File: src/rtl/sts_pkg.sv
package sts_pkg;

    // Which path feeds the shifter in a given cycle
    typedef enum logic [1:0] {
        XFER_NONE      = 2'd0,
        XFER_DIRECT    = 2'd1,
        XFER_FROM_HOLD = 2'd2
    } xfer_e;

    // Number of serial bits in one frame
    function automatic int unsigned frame_bits(input int unsigned data_w,
                                               input logic        nine);
        return data_w + (nine ? 1 : 0);
    endfunction

    // All control conditions required for slave transmit
    function automatic logic slave_tx_ok(input logic port_en,
                                         input logic sync_mode,
                                         input logic clk_master_sel,
                                         input logic rx_cont_en,
                                         input logic rx_single_en,
                                         input logic tx_en);
        return port_en & sync_mode & ~clk_master_sel &
               ~rx_cont_en & ~rx_single_en & tx_en;
    endfunction

endpackage

File: src/rtl/sts_clk_sync.sv
module sts_clk_sync #(
    parameter int SYNC_STAGES = 2
) (
    input  logic clk,
    input  logic rst,
    input  logic pin_in,
    output logic fall_pulse
);
    logic [SYNC_STAGES-1:0] chain_q;
    logic                   prev_q;

    generate
        for (genvar g = 0; g < SYNC_STAGES; g++) begin : g_stage
            if (g == 0) begin : g_first
                always_ff @(posedge clk) begin
                    if (rst) chain_q[g] <= 1'b0;
                    else     chain_q[g] <= pin_in;
                end
            end else begin : g_rest
                always_ff @(posedge clk) begin
                    if (rst) chain_q[g] <= 1'b0;
                    else     chain_q[g] <= chain_q[g-1];
                end
            end
        end
    endgenerate

    always_ff @(posedge clk) begin
        if (rst) prev_q <= 1'b0;
        else     prev_q <= chain_q[SYNC_STAGES-1];
    end

    assign fall_pulse = prev_q & ~chain_q[SYNC_STAGES-1];

endmodule

File: src/rtl/sts_hold_buf.sv
module sts_hold_buf #(
    parameter int WORD_W = 10
) (
    input  logic              clk,
    input  logic              rst,
    input  logic              clr,
    input  logic              load,
    input  logic              take,
    input  logic [WORD_W-1:0] din,
    output logic [WORD_W-1:0] dout,
    output logic              full
);
    logic [WORD_W-1:0] word_q;
    logic              full_q;

    always_ff @(posedge clk) begin
        if (rst || clr) begin
            full_q <= 1'b0;
        end else if (load) begin
            full_q <= 1'b1;
        end else if (take) begin
            full_q <= 1'b0;
        end
    end

    always_ff @(posedge clk) begin
        if (rst) word_q <= '0;
        else if (load) word_q <= din;
    end

    assign dout = word_q;
    assign full = full_q;

endmodule

File: src/rtl/sts_shifter.sv
module sts_shifter #(
    parameter int DATA_W = 8
) (
    input  logic          clk,
    input  logic          rst,
    input  logic          clr,
    input  logic          load,
    input  logic [DATA_W:0] load_bits,
    input  logic          load_nine,
    input  logic          shift_tick,
    output logic          bit_out,
    output logic          busy,
    output logic          last_tick
);
    import sts_pkg::*;

    localparam int CNT_W = $clog2(DATA_W + 2);
    localparam logic [CNT_W-1:0] LEN_PLAIN = CNT_W'(frame_bits(DATA_W, 1'b0));
    localparam logic [CNT_W-1:0] LEN_NINE  = CNT_W'(frame_bits(DATA_W, 1'b1));

    logic [DATA_W:0]  sreg_q;
    logic [CNT_W-1:0] left_q;

    assign busy      = (left_q != '0);
    assign last_tick = shift_tick && (left_q == CNT_W'(1));

    always_ff @(posedge clk) begin
        if (rst || clr) begin
            sreg_q <= '0;
            left_q <= '0;
        end else if (load) begin
            sreg_q <= load_bits;
            left_q <= load_nine ? LEN_NINE : LEN_PLAIN;
        end else if (shift_tick && busy) begin
            sreg_q <= {1'b0, sreg_q[DATA_W:1]};
            left_q <= left_q - CNT_W'(1);
        end
    end

    assign bit_out = sreg_q[0];

endmodule

File: src/rtl/sync_slave_tx.sv
module sync_slave_tx #(
    parameter int DATA_W      = 8,
    parameter int SYNC_STAGES = 2
) (
    input  logic              clk,
    input  logic              rst,
    input  logic              port_en,
    input  logic              sync_mode,
    input  logic              clk_master_sel,
    input  logic              rx_cont_en,
    input  logic              rx_single_en,
    input  logic              tx_en,
    input  logic              nine_bit_en,
    input  logic              irq_en,
    input  logic              wr_valid,
    input  logic [DATA_W-1:0] wr_data,
    input  logic              wr_ninth,
    input  logic              ext_sclk,
    output logic              sdo,
    output logic              sdo_oe,
    output logic              hold_empty,
    output logic              shift_empty,
    output logic              irq
);
    import sts_pkg::*;

    localparam int HOLD_W = DATA_W + 2;

    typedef struct packed {
        logic              nine;
        logic              ninth;
        logic [DATA_W-1:0] data;
    } word_t;

    logic  active;
    logic  fall_pulse;
    logic  hold_full;
    logic  sh_busy;
    logic  sh_bit;
    logic  sh_last;
    logic  sh_free;
    logic  hold_load;
    logic  hold_take;
    logic  sh_load;
    xfer_e xfer;
    word_t wr_word;
    word_t held_word;
    word_t load_word;
    logic [HOLD_W-1:0] held_raw;

    assign active = slave_tx_ok(port_en, sync_mode, clk_master_sel,
                                rx_cont_en, rx_single_en, tx_en);

    sts_clk_sync #(.SYNC_STAGES(SYNC_STAGES)) clk_sync_i (
        .clk        (clk),
        .rst        (rst),
        .pin_in     (ext_sclk),
        .fall_pulse (fall_pulse)
    );

    always_comb begin
        wr_word.nine  = nine_bit_en;
        wr_word.ninth = nine_bit_en & wr_ninth;
        wr_word.data  = wr_data;
    end

    assign sh_free = ~sh_busy | sh_last;

    always_comb begin
        xfer      = XFER_NONE;
        hold_load = 1'b0;
        if (active) begin
            if (hold_full) begin
                if (sh_free) xfer = XFER_FROM_HOLD;
            end else if (wr_valid) begin
                if (sh_free) xfer = XFER_DIRECT;
                else         hold_load = 1'b1;
            end
        end
    end

    assign hold_take = (xfer == XFER_FROM_HOLD);
    assign sh_load   = (xfer != XFER_NONE);
    assign held_word = word_t'(held_raw);
    assign load_word = hold_take ? held_word : wr_word;

    sts_hold_buf #(.WORD_W(HOLD_W)) hold_i (
        .clk  (clk),
        .rst  (rst),
        .clr  (~active),
        .load (hold_load),
        .take (hold_take),
        .din  (wr_word),
        .dout (held_raw),
        .full (hold_full)
    );

    sts_shifter #(.DATA_W(DATA_W)) shift_i (
        .clk        (clk),
        .rst        (rst),
        .clr        (~active),
        .load       (sh_load),
        .load_bits  ({load_word.ninth, load_word.data}),
        .load_nine  (load_word.nine),
        .shift_tick (fall_pulse & active),
        .bit_out    (sh_bit),
        .busy       (sh_busy),
        .last_tick  (sh_last)
    );

    assign sdo_oe      = active;
    assign sdo         = active & (sh_busy ? sh_bit : 1'b1);
    assign hold_empty  = ~hold_full;
    assign shift_empty = ~sh_busy;
    assign irq         = irq_en & ~hold_full & active;

endmodule

File: config.mk
export PLATFORM = sky130hd
export DESIGN_NAME = sync_slave_tx
export DESIGN_NICKNAME = d
export VERILOG_FILES = /design/src/rtl/sts_pkg.sv /design/src/rtl/sts_clk_sync.sv /design/src/rtl/sts_hold_buf.sv /design/src/rtl/sts_shifter.sv /design/src/rtl/sync_slave_tx.sv
export SDC_FILE = /design/constraint.sdc
export NUM_CORES = 1
export LEC_CHECK = 0
export ABC_AREA = 0
export BUFFER_PORTS_ARGS = -buffer_cell sky130_fd_sc_hd__buf_2
export CAP_MARGIN = 20
export CORE_AREA = 5 5 57 59
export DETAILED_ROUTE_END_ITERATION = 10
export DIE_AREA = 0 0 62 64
export PLACE_DENSITY = 0.86
export SYNTH_ARGS = -nofsm -noshare
export SYNTH_HDL_FRONTEND = slang
export SYNTH_SLANG_ARGS = --single-unit
File: constraint.sdc
create_clock -name clk -period 2.1 [get_ports clk]
set_input_delay 0.42 -clock clk [delete_from_list [all_inputs] [get_ports clk]]
set_output_delay 0.42 -clock clk [all_outputs]
set_load 0.02 [all_outputs]
==> flow_metrics.env <==
export IMPL_vias=1309
export IMPL_grt_max_degree=19
export IMPL_ys_ff_latch=27
export IMPL_dieWidth_um=62
export IMPL_worstPathRequired_ps=1680
export IMPL_cts_setup_buffers=0
export IMPL_drt_pass1_iter_count=4
export IMPL_instances_no_fill=229
export IMPL_cpMaxStageDelayCell="dfxtp_2"
export IMPL_gp_congestion=0.843
export IMPL_synthCells=161
export IMPL_drv_slew=0
export IMPL_power_density_nw_per_um2=491
export IMPL_yosys_warnings=0
export IMPL_n_antenna_cell=0
export IMPL_synth_area_top_cells="dfxtp_1 (39%), nand2_1 (5.9%), o21ai_0 (5.7%)"
export IMPL_p_leak_nw=0.708
export IMPL_postRouteAntennaNets=0
export IMPL_cts_tree="done"
export IMPL_avgViaCountPerCell=5.72
export IMPL_clk_pin_slew_ps=150
export IMPL_clock_sinks=27
export IMPL_fp_row_count=19
export IMPL_period_needed_ps=1960
export IMPL_routedWlPerCell_um=14.3
export IMPL_cp_start_kind="flop"
export IMPL_synth_edff_count=0
export IMPL_synthesis_nets=184
export IMPL_tritoncts_num_buffers=3
export IMPL_fin_crit_sh=0.935
export IMPL_final_nets=222
export IMPL_path_cells="inv_2 -> ha_4 -> nor3b_4 -> buf_6 -> nor2_1 -> nor2_1 -> buf_4"
export IMPL_initial_core_util=0.524
export IMPL_syn_to_final_growth_pct=20.2
export IMPL_netlist_area_sq_um=1400
export IMPL_critical_path_top_delay_family="buffers and inverters"
export IMPL_syn_area_per_cell_sq_um=8.67
export IMPL_dp_cells=225
export IMPL_initialDrtViolationCount=50
export IMPL_die_y_um=64
export IMPL_clock_root_buffer="clkbuf_4"
export IMPL_synth_top_flop_cell="dfxtp_1"
export IMPL_endpoint_kind="primary output"
export IMPL_synthMuxAreaShare=0.0610
export IMPL_maxCapViolations=0
export IMPL_wl_um=3270
export IMPL_synth_top_area_cell="dfxtp_1"
export IMPL_hold_ws_ps=310
export IMPL_drive_above_1_share=0.288
export IMPL_htreeDepth=1
export IMPL_p_total_mw=0.822
export IMPL_rsz0062_at_grt="false"
export IMPL_path_class="flop to primary output"
export IMPL_final_cell_mix="dfxtp_1 (26), buf_2 (24), nand2_1 (22)"
export IMPL_cp_arrival_ps=1540
export IMPL_yosysTopAreaCellShare=0.387
export IMPL_antenna_found_initial=0
export IMPL_slowest_delay_ps=360
export IMPL_grt_ovfl_total=0
export IMPL_port_buffers=25
export IMPL_hold_viol_final=0
export IMPL_max_freq_ghz=0.509
export IMPL_async_flop_share=0
export IMPL_peakVddDrop_v=0.000429
export IMPL_path_buf_inv=3
export IMPL_grt_usage=0.189
export IMPL_status="finished clean"
export IMPL_setup_violations=0
export IMPL_min_path_type="primary input to flop"
export IMPL_core_area_sq_um=2660
export IMPL_synth_simple_gate_area_share=0.220
export IMPL_yosysSeqAreaShare=0.387
export IMPL_worstMarginPinSlew_ps=459
export IMPL_clk_latency_ps=340
export IMPL_place_detailed_hpwl_um=2480
export IMPL_mostFrequentLayoutCell="dfxtp_1"
export IMPL_synthXorXnorAreaFrac=0
export IMPL_dieArea_sq_um=3970
export IMPL_crit_top_cell="nor2_1"
export IMPL_pre_cts_ws_ps=112
export IMPL_tns_ps=0
export IMPL_synthDistinctLibCells=41
export IMPL_crit_fanout=5
export IMPL_drc=0
export IMPL_fin_skew_ps=5.56
export IMPL_grt_pass1_vias=1292
export IMPL_synthAdderAreaFrac=0.0179
export IMPL_io_pins=26
export IMPL_cts_path_max_buffers=2
export IMPL_slew_headroom=0.692
export IMPL_grt_pass1_wl_um=5790
export IMPL_setup_slack_ps=137
export IMPL_synth_top_family_by_area="compound AO/OA/AOI/OAI gates"
export IMPL_synth_compound_area_frac=0.255
==> worst paths after layout <==
check | from | to | cells after the start | slack (ps)
min | rst | clk_sync_i.prev_q$_SDFF_PP0_ | 2 | 310
max reg2reg | shift_i.left_q[0]$_SDFFE_PP0P_ | shift_i.sreg_q[6]$_SDFFE_PP0P_ | 6 | 220
max | shift_i.left_q[1]$_SDFFE_PP0P_ | sdo | 7 | 140
min reg2reg | clk_sync_i.chain_q[0]$_SDFF_PP0_ | clk_sync_i.chain_q[1]$_SDFF_PP0_ | 1 | 470
==> cell usage after synthesis (all sizes together), types with 2 or more instances <==
library cell and instances:
inv 11, dfxtp 27, a221oi 8, mux2i 7, a2bb2oi 2, or2 3, and3 2, nor3 5
o21ai 17, buf 2, a31o 4, nor2 15, o311a 4, clkinv 2, clkbuf 3, a21oi 2
nor2b 4, nand2b 2, ha 2, nand2 22, nand3b 2
==> report_power, final <==
part / leakage [nW] / internal (mW) / switching [mW]
registers: 0.218 / 0.515 / 0.00120
clock network: 0.0177 / 0.0718 / 0.161
logic: 0.471 / 0.0310 / 0.0419
total: 0.708 / 0.618 / 0.204
==> what timing repair did <==
| item | CTS | global route |
|---|---|---|
| resized for setup | 0 | 7 |
| hold buffers | 0 | 0 |
| setup endpoints to repair | 0 | 10 |
==> stage by stage <==
stage,instance area [sq um],util
after floorplan,1400,-
after global placement,1620,0.609
after detailed placement,1620,0.609
after CTS,1650,0.620
after global routing,1680,0.630
final,1680,0.630
==> final cells by class <==
| class | count | area [sq um] |
|---|---|---|
| well taps | 31 | 38.8 |
| inverters | 13 | 48.8 |
| clock inverters | 1 | 5.00 |
| multi-input cells | 116 | 791 |
| fillers | 236 | 986 |
| clock buffers | 3 | 22.5 |
| flip-flops and latches | 27 | 542 |
| repair buffers | 38 | 229 |
==> registers in the layout (all words and copies together) (netlist names) <==
name	cells
hold_i.full	1
shift_i.sreg_q	9
shift_i.left_q	4
hold_i.dout	10
clk_sync_i.chain_q	2
clk_sync_i.prev_q	1
==> per-layer routing <==
layer  wire length, um  track usage  vias to the layer above
met5                 0            0                        -
met4                58       0.0663                        0
met3               139       0.0402                        7
met2              1590        0.290                       31
met1              1480        0.256                      612
li1                  -            -                      659
==> kinds of logic after synthesis <==
family / count (synthesis)
and+or+nand+nor: 60
AOI/OAI and AO/OA: 46
DFF: 27
buffers and inverters: 18
muxes: 8
adders and majority gates: 2
==> worst register-to-register path, stage by stage, from the launching register on <==
cell,delay (ps)
dfxtp_1,370
inv_1,70
ha_4,170
nor3b_4,150
or4_1,530
a21oi_2,330
a221oi_1,160
Note: power is estimated with default switching activity, not from simulation.
